==> src/rtl/isr_pkg.sv <==
package isr_pkg;
   localparam int unsigned ISR_W_DEF  = 8;
   localparam int unsigned ISR_AW_DEF = 2;

   // Bit roles inside the status byte
   localparam int unsigned BIT_RX      = 0;
   localparam int unsigned BIT_TXDONE  = 1;
   localparam int unsigned BIT_TXEMPTY = 2;

   localparam logic [ISR_W_DEF-1:0] ACK_MASK_DEF  = 8'hD6;
   localparam logic [ISR_W_DEF-1:0] RESET_ST_DEF  = 8'h04;

   typedef enum logic [ISR_AW_DEF-1:0] {
      OFS_STATUS = 2'd0,
      OFS_MASK   = 2'd1
   } isr_ofs_e;
endpackage

==> src/rtl/isr_status_bank.sv <==
module isr_status_bank #(
   parameter int unsigned W           = 8,
   parameter logic [W-1:0] ACK_MASK   = 'hD6,
   parameter logic [W-1:0] RESET_VAL  = 'h04,
   parameter int unsigned RX_BIT      = 0,
   parameter int unsigned TXDONE_BIT  = 1,
   parameter int unsigned TXEMPTY_BIT = 2
) (
   input  logic         clk,
   input  logic         rst_n,
   input  logic [W-1:0] evt_set,
   input  logic         ack_we,
   input  logic [W-1:0] ack_val,
   input  logic         rx_pop,
   input  logic         rx_left,
   input  logic         tx_empty,
   input  logic         done_nonempty,
   output logic [W-1:0] status_q
);
   localparam logic [W-1:0] CLR_SEL = ACK_MASK;

   logic ack_done;
   assign ack_done = ack_we && ack_val[TXDONE_BIT];

   for (genvar i = 0; i < W; i++) begin : g_bit
      logic regen;
      logic pop_hit;
      logic pop_val;
      logic ack_hit;
      logic nxt;

      if (CLR_SEL[i]) begin : g_ack
         assign ack_hit = ack_we && ack_val[i];
      end else begin : g_noack
         assign ack_hit = 1'b0;
      end

      if (i == RX_BIT) begin : g_rx
         assign pop_hit = rx_pop;
         assign pop_val = rx_left;
      end else begin : g_norx
         assign pop_hit = 1'b0;
         assign pop_val = 1'b0;
      end

      if (i == TXEMPTY_BIT) begin : g_txe
         assign regen = tx_empty;
      end else if (i == TXDONE_BIT) begin : g_txd
         // Queue head leaves on this edge: occupancy seen now is stale
         assign regen = done_nonempty && !ack_done;
      end else begin : g_noregen
         assign regen = 1'b0;
      end

      always_comb begin
         nxt = status_q[i];
         if (ack_hit) nxt = 1'b0;
         if (pop_hit) nxt = pop_val;
         if (regen)   nxt = 1'b1;
         if (evt_set[i]) nxt = 1'b1;
      end

      always_ff @(posedge clk) begin
         if (!rst_n) status_q[i] <= RESET_VAL[i];
         else        status_q[i] <= nxt;
      end
   end
endmodule

==> src/rtl/isr_mask_reg.sv <==
module isr_mask_reg #(
   parameter int unsigned W = 8
) (
   input  logic         clk,
   input  logic         rst_n,
   input  logic         we,
   input  logic [W-1:0] wdata,
   output logic [W-1:0] mask_q
);
   always_ff @(posedge clk) begin
      if (!rst_n)  mask_q <= '0;
      else if (we) mask_q <= wdata;
   end
endmodule

==> src/rtl/isr_read_mux.sv <==
module isr_read_mux #(
   parameter int unsigned W        = 8,
   parameter int unsigned AW       = 2,
   parameter int unsigned STAT_OFS = 0,
   parameter int unsigned MASK_OFS = 1
) (
   input  logic [AW-1:0] addr,
   input  logic [W-1:0]  status,
   input  logic [W-1:0]  mask,
   output logic [W-1:0]  rdata
);
   localparam logic [AW-1:0] A_ST = AW'(STAT_OFS);
   localparam logic [AW-1:0] A_MK = AW'(MASK_OFS);

   always_comb begin
      if (addr == A_ST)      rdata = status;
      else if (addr == A_MK) rdata = mask;
      else                   rdata = '0;
   end
endmodule

==> src/rtl/isr_unit.sv <==
module isr_unit
   import isr_pkg::*;
#(
   parameter int unsigned W           = ISR_W_DEF,
   parameter int unsigned AW          = ISR_AW_DEF,
   parameter int unsigned STAT_OFS    = 0,
   parameter int unsigned MASK_OFS    = 1,
   parameter logic [W-1:0] ACK_MASK   = ACK_MASK_DEF,
   parameter logic [W-1:0] RESET_ST   = RESET_ST_DEF,
   parameter int unsigned RX_BIT      = BIT_RX,
   parameter int unsigned TXDONE_BIT  = BIT_TXDONE,
   parameter int unsigned TXEMPTY_BIT = BIT_TXEMPTY,
   parameter bit          RD_REG      = 1'b0
) (
   input  logic          clk,
   input  logic          rst_n,
   input  logic [AW-1:0] bus_addr,
   input  logic          bus_we,
   input  logic [W-1:0]  bus_wdata,
   output logic [W-1:0]  bus_rdata,
   input  logic [W-1:0]  evt_set,
   input  logic          rx_pop,
   input  logic          rx_left,
   input  logic          tx_empty,
   input  logic          done_nonempty,
   output logic          done_pop,
   output logic          irq
);
   localparam logic [AW-1:0] A_ST = AW'(STAT_OFS);
   localparam logic [AW-1:0] A_MK = AW'(MASK_OFS);

   // Elaboration checks on the parameter set
   if (RX_BIT >= W || TXDONE_BIT >= W || TXEMPTY_BIT >= W) begin : g_bad_bit
      $error("isr_unit: role bit index outside status width");
   end
   if (RX_BIT == TXDONE_BIT || RX_BIT == TXEMPTY_BIT || TXDONE_BIT == TXEMPTY_BIT) begin : g_bad_role
      $error("isr_unit: role bits must be distinct");
   end
   if (STAT_OFS == MASK_OFS || STAT_OFS >= (1 << AW) || MASK_OFS >= (1 << AW)) begin : g_bad_ofs
      $error("isr_unit: register offsets clash or exceed address space");
   end

   logic [W-1:0] status_q;
   logic [W-1:0] mask_q;
   logic [W-1:0] rd_comb;
   logic         ack_we;
   logic         mask_we;

   assign ack_we  = bus_we && (bus_addr == A_ST);
   assign mask_we = bus_we && (bus_addr == A_MK);

   isr_status_bank #(
      .W(W), .ACK_MASK(ACK_MASK), .RESET_VAL(RESET_ST),
      .RX_BIT(RX_BIT), .TXDONE_BIT(TXDONE_BIT), .TXEMPTY_BIT(TXEMPTY_BIT)
   ) u_status (
      .clk(clk), .rst_n(rst_n), .evt_set(evt_set),
      .ack_we(ack_we), .ack_val(bus_wdata),
      .rx_pop(rx_pop), .rx_left(rx_left),
      .tx_empty(tx_empty), .done_nonempty(done_nonempty),
      .status_q(status_q)
   );

   isr_mask_reg #(.W(W)) u_mask (
      .clk(clk), .rst_n(rst_n), .we(mask_we), .wdata(bus_wdata), .mask_q(mask_q)
   );

   isr_read_mux #(.W(W), .AW(AW), .STAT_OFS(STAT_OFS), .MASK_OFS(MASK_OFS)) u_rmux (
      .addr(bus_addr), .status(status_q), .mask(mask_q), .rdata(rd_comb)
   );

   if (RD_REG) begin : g_rd_reg
      always_ff @(posedge clk) begin
         if (!rst_n) bus_rdata <= '0;
         else        bus_rdata <= rd_comb;
      end
   end else begin : g_rd_comb
      assign bus_rdata = rd_comb;
   end

   assign done_pop = ack_we && bus_wdata[TXDONE_BIT];
   assign irq      = |(status_q & mask_q);
endmodule

==> config.mk <==
export PLATFORM = sky130hd
export DESIGN_NAME = isr_unit
export DESIGN_NICKNAME = d
export VERILOG_FILES = /design/src/rtl/isr_pkg.sv /design/src/rtl/isr_status_bank.sv /design/src/rtl/isr_mask_reg.sv /design/src/rtl/isr_read_mux.sv /design/src/rtl/isr_unit.sv
export SDC_FILE = /design/constraint.sdc
export NUM_CORES = 1
export LEC_CHECK = 0
export BUFFER_PORTS_ARGS = -buffer_cell sky130_fd_sc_hd__clkbuf_2
export CAP_MARGIN = 5
export CORE_AREA = 2 2 44 46
export CTS_CLUSTER_SIZE = 40
export DETAILED_ROUTE_END_ITERATION = 7
export DIE_AREA = 0 0 46 48
export GPL_TIMING_DRIVEN = 0
export PLACE_DENSITY = 0.77
export SLEW_MARGIN = 20
export SYNTH_ARGS = -nofsm -noshare
export SYNTH_HDL_FRONTEND = slang
export SYNTH_SLANG_ARGS = --single-unit
==> constraint.sdc <==
create_clock -name clk -period 1.5 [get_ports clk]
set_input_delay 0.15 -clock clk [delete_from_list [all_inputs] [get_ports clk]]
set_output_delay 0.15 -clock clk [all_outputs]
set_load 0.05 [all_outputs]
# Word level (Yosys, flattened, before mapping)
# Index checks and enable logic that the tools add are counted.
# W data, S select, Z words.
[op_classes] eq_ne=1 n_mux=13 bitwise_logic=2 n_reduce_logical=17
[op_table] cell="$mux W8" n=2
[op_table] cell="$mux W1" n=11
[op_table] cell="$and A8 B8 Y8" n=1
[op_table] cell="$logic_and A1 B1 Y1" n=8
[op_table] cell="$reduce_bool A2 Y1" n=4
[op_table] cell="$reduce_or A8 Y1" n=1
[op_table] cell="$reduce_bool A3 Y1" n=1
[op_table] cell="$reduce_or A3 Y1" n=1
[op_table] cell="$eq A2 B1 Y1 const B" n=1
[op_table] cell="$logic_not A2 Y1" n=1
[op_table] cell="$logic_not A1 Y1" n=1
[op_table] cell="$not A1 Y1" n=1
[word_totals] reg_bits=16 in_bits=25 out_inout_bits=10 wordCells=42

# Longest topological paths before layout
[logic_depth] word_depth=7 depth_mapped=3 depth_no_buf=2

# Modules after synthesis
# From an unflattened synthesis, not the netlist that was laid out.
[hier_totals] hier_cells=74 hier_area_um2=769.5
[modules_own_cells] module="isr_mask_reg" instances=1 cells_per_inst=25 area_each_um2=301.5 seq_area_each_um2=160.2
[modules_own_cells] module="isr_status_bank" instances=1 cells_per_inst=23 area_each_um2=277.8 seq_area_each_um2=160.2
[modules_own_cells] module="isr_read_mux" instances=1 cells_per_inst=18 area_each_um2=125.1 seq_area_each_um2=0.0
[modules_own_cells] module="isr_unit" instances=1 cells_per_inst=8 area_each_um2=65.1 seq_area_each_um2=0.0

# Least setup slack after synthesis
# Ideal clock, no wire load.
[synth_timing] path_kind="input -> output" start="input bus_addr[0]" end="output bus_rdata[2]" arrival_time_ns=1.046 t_required_ns=1.350 path_slack_ns=0.304 cell_stages=3 path_buffers=1 cell_sequence="buf_6 > mux2i_1 > nor2_1"
[synth_between] elab_chain_len=3 word_cells_on_any_way=4 cone_classes="eq/ne: 1; mux: 2; reduce/logical: 1"
[synth_rtl] item="start, declared" line="isr_unit.sv:17" rtl="input logic [AW-1:0] bus_addr,"
[synth_rtl] item="$eq A2 B1 Y1" line="isr_read_mux.sv:17" rtl="else if (addr == A_MK) rdata = mask;"
[synth_rtl] item="$mux W8" line="isr_read_mux.sv:17"
[synth_rtl] item="$mux W8 *" line="isr_read_mux.sv:16" rtl="if (addr == A_ST) rdata = status;"
[synth_rtl] item="end, declared" line="isr_unit.sv:20" rtl="output logic [W-1:0] bus_rdata,"
# Mark *: on every way between the ends. The rest lies on a longest branch, timed or not.

# Worst setup path after layout
[layout_timing] start="register u_status.status_q[6]" end="output irq"
[layout_between] elab_chain_len=2
[layout_rtl] item="start, declared" line="isr_status_bank.sv:18" rtl="output logic [W-1:0] status_q"
[layout_rtl] item="start signal, assigned by index" line="isr_status_bank.sv:64" rtl="if (!rst_n) status_q[i] <= RESET_VAL[i];"
[layout_rtl] item="start signal, assigned by index" line="isr_status_bank.sv:65" rtl="else status_q[i] <= nxt;"
[layout_rtl] item="$and A8 B8 Y8" line="isr_unit.sv:81" rtl="assign irq = |(status_q & mask_q);"
[layout_rtl] item="$reduce_or A8 Y1" line="isr_unit.sv:81"
[layout_rtl] item="end, declared" line="isr_unit.sv:27" rtl="output logic irq"
# Every way passes these cells.

==> run metrics <==
status=completed; fin nets=153; sequential share of the synthesized area=0.396; kind of critical path=register to output pin; Slew headroom=0.802; design area=between 1000 and 1500 um2; CTS buffer count=3; Yosys top cell area share=0.396; I/O Pins=35; max-slew violation count=0; WL final=around 1800 um; Avg Cell Area, Syn=9.08 um2; Req. time, crit path=about 1400 ps; largest net degree at the start of global routing=11; worst slew pin tran=a little under 300 ps; Peak VDD IR=approximately 0.45 mV; CTS root buf=clkbuf_4; Yosys Warn Count=0; RSZ-0062 raised after global routing=false; area of the core=1690 um2; synth unique cells=20; setup slack, reg-to-reg=around 660 ps; Clock Sinks=16; Synth-to-Final Area Change=28.2%; Setup Skew=0 ps; top_reg_cell synth=dfxtp_1; CTS clk-pin slew, worst paths=approximately 100 ps; die span in y=48 um; Final setup viols=0; largest family of logic cells by synthesized area=multiplexers; total grt overflow=0; Syn Std Cell Area=roughly 810 um2; Final ANT Viol Nets=0; diode count=0; PortBufs=34; die width=approximately 46 um; WL per Instance=12.7 um; fin crit share=0.930; first-pass GRT wire length=around 2700 um; CP max FO=3; initial antenna violation count=0; Leakage=about 0.52 nW; synth cell count leaders=dfxtp_1 (16), mux2i_1 (16), nand2_1 (16); mux contribution to synthesized area=0.212; post-CTS sizing=0; Setup TNS Final=0 ps; family with the most delay on the worst path=flip-flops; number of synthesized flops with an enable pin=0; Total GRT Usage=0.174; crit end category=output pin; MaxCap Viol Count=0; async set-reset flop share out of synthesis=0; FP Rows=15; Global Route met2 Usage=0.283; worst path bufs/invs=1; hold_buf cts=0; Detailed Route Iter0 Violations=17; Worst-Skew Late Latency=280 ps; Initial Util=0.479; XOR/XNOR share of the synthesized area=0; final hold viol count=0; critical path launch point type=register; clk buf depth=2; htree depth=1; f_max=around 700 MHz; drc violations=0; GR Util met1=0.226; CTS tree=done; syn nets=roughly 110; Seq cells post-synth=16; post-synth top area cell=dfxtp_1; setup bufs post-CTS=0; DP HPWL=about 1400 um; HP Class=input pin to register; Most Used Layer, Global Route=met2; Critical Path AT=between 1000 and 1500 ps; Period minus WS final=about 1400 ps; Final Hold Slack=roughly 56 ps; Gate Count Post-Synth=slightly below 90; Post-DP Area=between 900 and 1000 um2; cell area power density=between 900 and 1000 nW/um2; routing usage on met3=0.0264; GP Congestion=about 0.75; Compound-Gate Fraction of Synth Area=0.133; Max stage delay on crit path=340 ps; post-DR vias/cell=between 5 and 6; Post-Synth Adder-Cell Area=0; die area=2210 um2; CP max-delay cell=dfxtp_1; via count=about 770; Synth Area in Simple Gates=0.178; synth top area cells=dfxtp_1 (40%), mux2i_1 (20%), nand2_1 (7.4%); first drt pass iteration count=6; CP Cell Sequence=a22oi_1 > nand4_1 > clkbuf_2; fraction of layout cells with a size suffix above 1=0.354; vias in the first global route=approximately 630
==> layer usage <==
metal | share of wire | vias up | wire length [um]
met4 | 0.0038 | 0 | 7
li1 | - | 387 | -
met1 | 0.45 | 359 | 827
met3 | 0.039 | 2 | 71
met5 | 0 | - | 0
met2 | 0.50 | 18 | 922
==> stage by stage <==
step,worst slack (ps),std cells,util,total power [mW]
2_1_floorplan,304,89,-,0.603
3_3_place_gp,223,140,0.592,0.665
3_5_place_dp,192,140,0.592,0.670
4_1_cts,101,144,0.613,0.950
5_1_grt,39.3,144,0.613,0.990
6_report,104,144,0.613,0.950
==> placed cells by master, fill, tap and decap left out <==
master	synthesis	layout
nand4_1	1	1
and3b_1	1	1
mux2i_1	16	16
a22oi_1	4	4
nand2_1	16	16
mux2_2	1	1
dfxtp_1	16	16
o31ai_1	1	1
nor4bb_1	1	1
and2_1	1	1
buf_2	1	1
clkbuf_2	0	34
o21ai_0	3	3
clkbuf_4	0	3
buf_4	1	1
nor2_1	9	9
a31oi_1	4	4
o211ai_1	1	1
clkbuf_8	0	1
inv_1	5	5
nor3b_4	1	1
buf_6	3	3
o21a_1	3	3
==> registers in the layout, summed over array words and instances (netlist names) <==
signal and cells:
u_mask.mask_q 8, u_status.status_q 8
==> area by class of cell <==
type	count	area, um2
Sequential cell	16	320
Timing Repair Buffer	34	170
Fill cell	151	653
Clock buffer	4	36.3
Buffer	5	46.3
Tap cell	17	21.3
Multi-Input combinational cell	63	423
Inverter	5	18.8
==> cells by family after synthesis <==
logic type	count (synthesis)
and+or+nand+nor	30
muxes	17
buffers and inverters	10
AOI/OAI and AO/OA	16
DFF	16
==> path summary, 6_finish.rpt <==
path | from | to | cells after the start
max | u_status.status_q[6] | irq | 3
min | evt_set[5] | u_status.status_q[5] | 2
min reg2reg | u_mask.mask_q[0] | u_mask.mask_q[0] | 2
max reg2reg | u_status.status_q[0] | u_status.status_q[0] | 2
==> report_power, final <==
part / switching (mW) / internal (mW)
logic: 0.119 / 0.0791
clock network: 0.141 / 0.148
registers: 0.0166 / 0.447
Power figures use the tool's default switching activity.
